`src/rtl/pport_xfifo_pkg.sv`:
```
package pport_xfifo_pkg;

  typedef enum logic [2:0] {
    PM_STD   = 3'b000,
    PM_BIDIR = 3'b001,
    PM_FIFO  = 3'b010,
    PM_ECP   = 3'b011,
    PM_EPP   = 3'b100,
    PM_RSVD  = 3'b101,
    PM_TEST  = 3'b110,
    PM_CFG   = 3'b111
  } pmode_e;

  // Free space left in a FIFO of the given depth.
  function automatic int unsigned fifo_free(int unsigned used, int unsigned depth);
    return (used >= depth) ? 0 : depth - used;
  endfunction

  // Service condition: terminal count under DMA, otherwise a space or fill threshold.
  function automatic logic svc_due(logic dma_en, logic rev, logic tc_p,
                                   int unsigned used, int unsigned depth,
                                   int unsigned wthr, int unsigned rthr);
    if (dma_en) return tc_p;
    if (!rev)   return fifo_free(used, depth) >= wthr;
    return used >= rthr;
  endfunction

  // Peripheral side is attached only in the FIFO-driven modes.
  function automatic logic per_attached(logic [2:0] m);
    return (m == PM_FIFO) || (m == PM_ECP);
  endfunction

endpackage

```
`src/rtl/pport_xfifo_buf.sv`:
```
module pport_xfifo_buf #(
  parameter int DEPTH = 16,
  parameter int DW    = 8,
  localparam int AW   = $clog2(DEPTH),
  localparam int CW   = AW + 1
) (
  input  logic          clk,
  input  logic          rst_n,
  input  logic          clr,
  input  logic          push,
  input  logic [DW-1:0] push_data,
  input  logic          pop,
  output logic [DW-1:0] head,
  output logic [CW-1:0] count,
  output logic          full,
  output logic          empty
);
  // DEPTH is a power of two so the pointers wrap naturally.
  logic [DW-1:0] mem [DEPTH];
  logic [AW-1:0] wp, rp;
  logic          do_push, do_pop;

  assign full    = (count == CW'(DEPTH));
  assign empty   = (count == '0);
  assign do_push = push & ~full;
  assign do_pop  = pop & ~empty;
  assign head    = mem[rp];

  always_ff @(posedge clk) begin
    if (!rst_n || clr) begin
      wp    <= '0;
      rp    <= '0;
      count <= '0;
    end else begin
      if (do_push) wp <= wp + AW'(1);
      if (do_pop)  rp <= rp + AW'(1);
      count <= count + CW'(do_push) - CW'(do_pop);
    end
  end

  always_ff @(posedge clk) begin
    if (do_push && !clr) mem[wp] <= push_data;
  end
endmodule

```
`src/rtl/pport_xfifo_fault.sv`:
```
module pport_xfifo_fault (
  input  logic clk,
  input  logic rst_n,
  input  logic fault_n,
  input  logic arm,
  input  logic clr,
  output logic fall,
  output logic flag
);
  logic prev_n;

  assign fall = prev_n & ~fault_n;

  always_ff @(posedge clk) begin
    if (!rst_n) begin
      prev_n <= 1'b1;
      flag   <= 1'b0;
    end else begin
      prev_n <= fault_n;
      if (fall && arm) flag <= 1'b1;
      else if (clr)    flag <= 1'b0;
    end
  end
endmodule

```
`src/rtl/pport_xfifo.sv`:
```
module pport_xfifo
  import pport_xfifo_pkg::*;
#(
  parameter int          AW_BUS   = 11,
  parameter int          DEPTH    = 16,
  parameter int          WR_THR   = 8,
  parameter int          RD_THR   = 8,
  parameter logic [10:0] DATA_OFS = 11'h000,
  parameter logic [10:0] CTRL_OFS = 11'h002,
  parameter logic [10:0] CFGA_OFS = 11'h400,
  parameter logic [10:0] CFGB_OFS = 11'h401
) (
  input  logic              clk,
  input  logic              rst_n,
  input  logic              bus_sel,
  input  logic              bus_wr,
  input  logic [AW_BUS-1:0] bus_addr,
  input  logic [7:0]        bus_wdata,
  output logic [7:0]        bus_rdata,
  input  logic              dir,
  input  logic              tc,
  input  logic              fault_n,
  input  logic              per_pop,
  output logic              per_pop_valid,
  output logic [7:0]        per_pop_data,
  input  logic              per_push,
  input  logic [7:0]        per_push_data,
  output logic              per_push_ready,
  output logic              dma_req,
  output logic              irq,
  output logic [7:0]        cfg_a,
  output logic [7:0]        cfg_b,
  output logic              err_sticky
);
  localparam int CW = $clog2(DEPTH) + 1;

  // Control register state
  logic [2:0] mode_q;
  logic       fmask_q, dmaen_q, svc_q, svc_pend;
  logic [7:0] last_rd;

  // Decoded bus events
  logic wr_acc, rd_acc, hit_data, hit_ctrl, hit_cfga, hit_cfgb;
  logic ctrl_wr, ctrl_rd, data_wr, data_rd;
  logic fifo_on, per_on;
  logic host_push, host_pop, host_ovf, host_udf;
  logic per_pop_ok, per_push_ok;
  logic svc_evt, fault_fall, fault_flag;

  // FIFO interface
  logic [7:0]    f_head;
  logic [CW-1:0] f_count;
  logic          f_full, f_empty;

  assign wr_acc   = bus_sel & bus_wr;
  assign rd_acc   = bus_sel & ~bus_wr;
  assign hit_data = (bus_addr == DATA_OFS);
  assign hit_ctrl = (bus_addr == CTRL_OFS);
  assign hit_cfga = (bus_addr == CFGA_OFS) && (mode_q == PM_CFG);
  assign hit_cfgb = (bus_addr == CFGB_OFS) && (mode_q == PM_CFG);
  assign ctrl_wr  = wr_acc & hit_ctrl;
  assign ctrl_rd  = rd_acc & hit_ctrl;
  assign data_wr  = wr_acc & hit_data;
  assign data_rd  = rd_acc & hit_data;

  assign fifo_on   = (mode_q != PM_STD);
  assign per_on    = per_attached(mode_q);
  assign host_push = data_wr & fifo_on & ~f_full;
  assign host_pop  = data_rd & fifo_on & ~f_empty;
  assign host_ovf  = data_wr & fifo_on & f_full;
  assign host_udf  = data_rd & fifo_on & f_empty;

  // Host access owns the FIFO in its cycle
  assign per_pop_valid  = per_on & ~dir & ~f_empty & ~data_rd;
  assign per_push_ready = per_on & dir & ~f_full & ~data_wr;
  assign per_pop_ok     = per_pop & per_pop_valid;
  assign per_push_ok    = per_push & per_push_ready;
  assign per_pop_data   = f_head;

  assign svc_evt = ~svc_q & svc_due(dmaen_q, dir, tc, 32'(f_count), DEPTH, WR_THR, RD_THR);
  assign dma_req = dmaen_q & ~svc_q & per_on & (dir ? ~f_empty : ~f_full);
  assign irq     = svc_pend | fault_flag;

  pport_xfifo_buf #(.DEPTH(DEPTH), .DW(8)) buf_i (
    .clk       (clk),
    .rst_n     (rst_n),
    .clr       (mode_q == PM_STD),
    .push      (host_push | per_push_ok),
    .push_data (host_push ? bus_wdata : per_push_data),
    .pop       (host_pop | per_pop_ok),
    .head      (f_head),
    .count     (f_count),
    .full      (f_full),
    .empty     (f_empty)
  );

  pport_xfifo_fault fault_i (
    .clk     (clk),
    .rst_n   (rst_n),
    .fault_n (fault_n),
    .arm     ((mode_q == PM_ECP) && !fmask_q),
    .clr     (ctrl_rd),
    .fall    (fault_fall),
    .flag    (fault_flag)
  );

  always_ff @(posedge clk) begin
    if (!rst_n) begin
      mode_q   <= PM_STD;
      fmask_q  <= 1'b0;
      dmaen_q  <= 1'b0;
      svc_q    <= 1'b1;
      svc_pend <= 1'b0;
    end else if (ctrl_wr) begin
      mode_q   <= bus_wdata[7:5];
      fmask_q  <= bus_wdata[4];
      dmaen_q  <= bus_wdata[3];
      svc_q    <= bus_wdata[2];
      svc_pend <= 1'b0;
    end else if (svc_evt) begin
      svc_q    <= 1'b1;
      svc_pend <= 1'b1;
    end
  end

  always_ff @(posedge clk) begin
    if (!rst_n) begin
      cfg_a      <= '0;
      cfg_b      <= '0;
      last_rd    <= '0;
      err_sticky <= 1'b0;
    end else begin
      if (wr_acc && hit_cfga) cfg_a <= bus_wdata;
      if (wr_acc && hit_cfgb) cfg_b <= bus_wdata;
      if (host_pop)           last_rd <= f_head;
      if (host_ovf || host_udf) err_sticky <= 1'b1;
    end
  end

  always_comb begin
    bus_rdata = '0;
    if (hit_data)      bus_rdata = f_empty ? last_rd : f_head;
    else if (hit_ctrl) bus_rdata = {mode_q, fmask_q, dmaen_q, svc_q, f_full, f_empty};
    else if (hit_cfga) bus_rdata = cfg_a;
    else if (hit_cfgb) bus_rdata = cfg_b;
  end
endmodule

```
`config.mk`:
```
export PLATFORM = sky130hd
export DESIGN_NAME = pport_xfifo
export DESIGN_NICKNAME = d
export VERILOG_FILES = /design/src/rtl/pport_xfifo_pkg.sv /design/src/rtl/pport_xfifo_buf.sv /design/src/rtl/pport_xfifo_fault.sv /design/src/rtl/pport_xfifo.sv
export SDC_FILE = /design/constraint.sdc
export NUM_CORES = 1
export LEC_CHECK = 0
export BUFFER_PORTS_ARGS = -buffer_cell sky130_fd_sc_hd__buf_4
export CELL_PAD_IN_SITES_DETAIL_PLACEMENT = 0
export CELL_PAD_IN_SITES_GLOBAL_PLACEMENT = 1
export CORE_MARGIN = 1
export CORE_UTILIZATION = 24
export DETAILED_ROUTE_END_ITERATION = 10
export GPL_TIMING_DRIVEN = 0
export PLACE_DENSITY = 0.41
export SLEW_MARGIN = 15
export SYNTH_ARGS = -nofsm -noshare
export SYNTH_HDL_FRONTEND = slang
export SYNTH_SLANG_ARGS = --single-unit
```
`constraint.sdc`:
```
create_clock -name clk -period 3.75 [get_ports clk]
set_input_delay 0.375 -clock clk [delete_from_list [all_inputs] [get_ports clk]]
set_output_delay 0.375 -clock clk [all_outputs]
set_load 0.005 [all_outputs]
```
# --- Word-level counts from Yosys, hierarchy flattened ---
# Memories as Yosys holds them, arrays and structs flattened. A register that Yosys moved wholly into a read port is not among the register bits.
# Cells that the tools add are included.
totals:
  memories: 1
  in_bits: 36
  elab_cells: 112
  reg_bits: 47
  out_inout_bits: 37
  ramBits: 128
op_classes:
  n_reduce_logical: 20
  n_bitwise: 39
  n_eq_ne: 7
  n_addsub: 5
  mux: 23
  order_cmp: 3
mem_list:
  columns: ["memory", "depth", "word_bits", "read_ports", "rd_ports_with_merged_regs", "write_ports", "line_no", "rtl"]
  rows:
  - ["buf_i.mem", 16, 8, 1, 1, 1, "pport_xfifo_buf.sv:19", "logic [DW-1:0] mem [DEPTH];"]
ops:
  columns: ["cell", "n"]
  rows:
  - ["8-bit 2-to-1 mux", 6]
  - ["32-bit by 4-bit greater-or-equal comparator with 1-bit output (second input constant)", 1]
  - ["32-bit 2-to-1 mux", 1]
  - ["1-bit AND", 27]
  - ["11-bit equality test (second input constant)", 2]
  - ["1-bit 2-to-1 mux", 14]
  - ["11-bit by 2-bit equality test with 1-bit output (second input constant)", 1]
  - ["11-bit zero test", 1]
  - ["1-bit NOT", 9]
  - ["4-bit by 1-bit adder with 4-bit output (second input constant)", 2]
  - ["4-bit 2-to-1 mux", 2]
  - ["1-bit logical AND", 7]
  - ["3-bit by 2-bit equality test with 1-bit output (second input constant)", 2]
  - ["5-bit by 5-bit subtractor with 6-bit output (first input constant)", 1]
  - ["5-bit by 1-bit adder with 5-bit output", 1]
  - ["5-bit equality test (second input constant)", 1]
  - ["5-bit by 4-bit greater-or-equal comparator with 1-bit output (second input constant)", 1]
  - ["5-bit greater-or-equal comparator (second input constant)", 1]
  - ["5-bit zero test", 1]
  - ["5-bit by 1-bit subtractor with 5-bit output", 1]
  - ["2-bit nonzero test", 2]
  - ["3-bit equality test (second input constant)", 1]
  - ["1-bit zero test", 3]
  - ["3-bit zero test", 1]
  - ["4 further kinds", 8]

# --- Longest topological paths before layout ---
depth:
  ltp_word: 11
  depth_mapped: 15
  depth_no_buf: 15

# --- Hierarchy ---
# A second synthesis with hierarchy kept.
hier_totals:
  cells_unflattened: 536
  area_unflattened_um2: 7800.0
modules_own_cells:
  columns: ["module", "cells_per_inst", "seq_area_each_um2", "n_inst", "area_each_um2"]
  rows:
  - ["pport_xfifo_buf", 311, 4184.0, 1, 5788.1]
  - ["pport_xfifo", 219, 640.6, 1, 1933.1]
  - ["pport_xfifo_fault", 6, 40.0, 1, 78.8]

# --- Worst setup path before layout ---
# OpenSTA, ideal clock, no wires.
synth_path:
  path_kind: "reg2reg"
  startpoint: "register buf_i.count[0]"
  endpoint: "register buf_i.count[4]"
  arrival_ps: 3428
  setup_time_ps: 71
  period_less_slack_ps: 3498
  stages_incl_launch_ff: 16
  path_buffers: 0
  path_slack_ps: 252
  required_ps: 3679
  cell_sequence: "dfxtp_1 -> inv_1 -> ha_1 -> nand2_1 -> inv_1 -> ha_1 -> or4b_2 -> a41oi_1 -> a22oi_4 -> xnor2_1 -> ha_1 -> fa_1 -> a21oi_1 -> nor2_1 -> or3_1 -> a21oi_1"
synth_between:
  word_cells_on_any_way: 18
  cone_classes: "2 x add/sub; 1 x eq/ne; 14 x bitwise; 1 x reduce/logical"
synth_lines:
  columns: ["element", "line_no", "rtl"]
  rows:
  - ["start, declared", "pport_xfifo_buf.sv:14", "output logic [CW-1:0] count,"]
  - ["start signal, assigned", "pport_xfifo_buf.sv:37", "count <= count + CW'(do_push) - CW'(do_pop);"]
  - ["5-bit zero test", "pport_xfifo_buf.sv:24", "assign empty = (count == '0);"]
  - ["1-bit NOT", "pport_xfifo.sv:74", "assign per_pop_valid = per_on & ~dir & ~f_empty & ~data_rd;"]
  - ["1-bit AND (2 in a row)", "pport_xfifo.sv:74", null]
  - ["via per_pop_valid", "pport_xfifo.sv:24", "output logic per_pop_valid,"]
  - ["1-bit AND", "pport_xfifo.sv:76", "assign per_pop_ok = per_pop & per_pop_valid;"]
  - ["1-bit OR", "pport_xfifo.sv:90", ".pop (host_pop | per_pop_ok),"]
  - ["1-bit AND", "pport_xfifo_buf.sv:26", "assign do_pop = pop & ~empty;"]
  - ["5-bit by 1-bit subtractor with 5-bit output", "pport_xfifo_buf.sv:37", null]
# The timed path passes the listed nets, and every way through them passes these cells.
# A chain may end at the register's enable or synchronous reset.

==> impl_results.md <==
- Status: complete, no violations
- Critical-path top delay cell: mux4_2
- Synth unique cells: 52
- CP delay by family, top: buffers and inverters
- Avg Synthesized Cell Area: approximately 15 um2
- Clk sinks: 179
- RSZ-0062 raised after global routing: no
- Reg-to-reg critical path startpoint: buf_i.count[1]
- Tcrit/Tclk final: 92.8%
- Initial antenna violation count: 0
- Fillers: 3,183
- # setup viols final: 0
- Achievable clock frequency: approximately 0.29 GHz
- WHS: between 0.1 and 0.15 ns
- Leak: ~3.2 nW
- Post-synth EDFFs: 128
- Drt via density: approximately 4.7
- Mapped Area: between 7000 and 8000 um2
- Minimum clock period after layout: ~3.5 ns
- Critical path launch point type: register
- Starting Density: 24.4%
- Synth-to-Final Area Change: 22.7%
- Die height: 181 um
- Worst Max-Slew Pin Slew: 0.981 ns
- FF+latch area: 4870 um2
- Routability cong.: roughly 0.76
- Post-DP HPWL: ~16 mm
- Min-delay src: fault_n
- DRT Wirelength: between 20 and 25 mm
- Placeable Area: around 32,000 um2
- IO Pins: 73
- Num CTS Buffers: 17
- Crit path DAT: between 3 and 4 ns
- Layout cells sized above 1: between 20% and 30%
- Vias in the first global route: 5,071
- IO Port Bufs: 71
- Remaining DRCs: 0
- Most frequent cells in the layout: edfxtp_1, buf_4, dfxtp_1
- Multi-input gate area: roughly 2700 um2
- First-pass iteration count of the detailed router: 5
- Fin Clk Skew: roughly 0.012 ns
- Nets: roughly 700
- Gr ovfl total: 0
- Count of non-filler cells in the finished layout: roughly 1.0k
- Number of max-cap violations: 0
- Crit end category: primary output
- Gr usage total: roughly 14%
- Sequential fraction of the synthesis area: between 60% and 70%
- Mapped Nets: 585
- Endpoints failing hold: 0
- Power Dens Cells: around 420 nW/um2
- Global-route wire length before repair: 33.4 mm
- # diodes: 0
- Die area: around 33,000 um2
- Die Wd: ~180 um
- Ys flop type: edfxtp_1
- Yosys warns: 0
- DR WL/cell: 21.5 um
- Htree depth: 4
- Peak supply drop: about 0.33 mV
- Worst-skew pair later-pin latency: about 0.44 ns
- #FFs+latches synth: ~180
- DRT antenna net count: 0
- DRT iter0 DRCs: ~290
- Clock-pin slew on the worst setup and hold paths: around 0.080 ns
- Rows: 65
- Mapped Cells: 531
- Post-synth ARST share: 0%
- CTS tree: built
- Rel. slew slack: about a third
- CP peak stage delay: ~0.60 ns
- DP Cell Count: roughly 1k
- Detailed-route via count: a little under 5k
- Maximum clock insertion buffer count: 2
- Worst path bufs/invs: 3
- Pin count of the biggest net entering global routing: 18
- Crit Path Category: reg2out
- Crit-path cells: clkbuf_1 -> buf_2 -> mux4_2 -> a22o_1 -> nor2_2 -> o221ai_1 -> buf_4
- Hold Crit Class: in2reg
- Max Slew Vio Count: 0
- Clock root buffer: clkbuf_16
- Required time worst endpoint: roughly 3.4 ns
- Max FO, Critical Path: 10
- Commonest non-fill, non-tap cell in the layout: edfxtp_1
-- registers in the layout, indices dropped and copies added (netlist names), named ones only --
signal,count
buf_i.rp,4
cfg_a,8
buf_i.wp,4
dmaen_q,1
svc_q,1
fault_i.flag,1
svc_pend,1
err_sticky,1
mode_q,3
last_rd,8
cfg_b,8
fmask_q,1
buf_i.count,5
buf_i.mem,128
fault_i.prev_n,1
-- per-stage QoR --
step / setup slack [ns] / util, % / instance area, um2 / setup TNS [ns] / power, W
floorplan: 0.252 / - / 7700 / 0 / 0.00219
global placement: -0.162 / 27.7 / 8740 / -4.58 / 0.00225
detailed placement: -0.192 / 27.9 / 8790 / -0.192 / 0.00225
CTS: 0.00361 / 29.9 / 9430 / 0 / 0.00405
global route: 0.0171 / 30.0 / 9460 / 0 / 0.00412
finish: 0.269 / 30.0 / 9460 / 0 / 0.00399
-- routing by layer --
metal | vias to the layer above | share of wire (%) | GRT usage, %
met3 | 12 | 3.9 | 3.53
met4 | 0 | 1.0 | 4.07
met5 | - | 0 | 0
met1 | 2475 | 46 | 17.6
li1 | 2239 | - | -
met2 | 116 | 49 | 24.1
-- cell type report --
class	count	share of cell area, %
Clock inverter	13	1.48
Multi-Input combinational cell	302	29.0
Inverter	28	1.11
Sequential cell	179	51.5
Buffer	22	0.992
Timing Repair Buffer	77	6.11
Clock buffer	18	4.54
Tap cell	402	5.32
-- worst paths after layout --
check	end	slack (ns)	cells past startpoint
worst max register to register	buf_i.count[4]	0.29	14
worst min register to register	svc_pend	0.44	2
worst min-delay path	fault_i.prev_n	0.15	2
worst max-delay path	bus_rdata[0]	0.27	7
-- what timing repair did --
action                                 in CTS  in global routing
gates cloned                                0                  0
pin swaps                                   0                  2
hold buffers                                0                  0
gates resized for setup                    12                  4
endpoints found under the hold margin       0                  0
setup endpoints to repair                  11                  3
buffers inserted                            0                  2
-- Yosys cell counts (all sizes together) (2+ instances only) --
cell type  instances  area share (%)
a211oi             8            0.78
a21oi             17             1.1
a221oi            15             1.7
a22o               9             1.0
a41oi              2            0.23
and2               7            0.57
and3               2            0.16
buf                6            0.39
clkbuf            16            0.80
dfxtp             51              13
edfxtp           128              50
ha                17             2.8
inv               28             1.4
mux2              10             1.5
mux2i             22             2.9
mux4              32             9.4
nand2             23             1.1
nand2b             4            0.32
nand3              9            0.58
nor2              34             1.7
nor2b             29             2.4
nor3               8            0.52
nor3b              2            0.19
nor4               6            0.84
o21ai              7            0.45
o221ai             2            0.23
o22ai              9            0.73
or2                3            0.24
or3                4            0.32
or4                2            0.29
xnor2              3            0.34
xor2               2            0.23
-- kinds of logic after synthesis --
family / count (synthesis) / share of synthesized area [%]
AO/OA/AOI/OAI: 76 / 7.18
XOR/XNOR: 5 / 0.569
adder cells (fa/ha/maj): 18 / 3.02
buffers and inverters: 50 / 2.55
flip-flops: 179 / 63.1
multiplexers: 64 / 13.7
AND/OR/NAND/NOR: 139 / 9.86
-- where the power goes --
group,total (W),internal (W),switching (W),leakage [nW]
clock,0.00178,0.000938,0.000843,0.274
combinational,0.0000947,0.0000371,0.0000576,1.41
sequential,0.00211,0.00211,0.000000130,1.56
(Power assumes the default switching activity.)
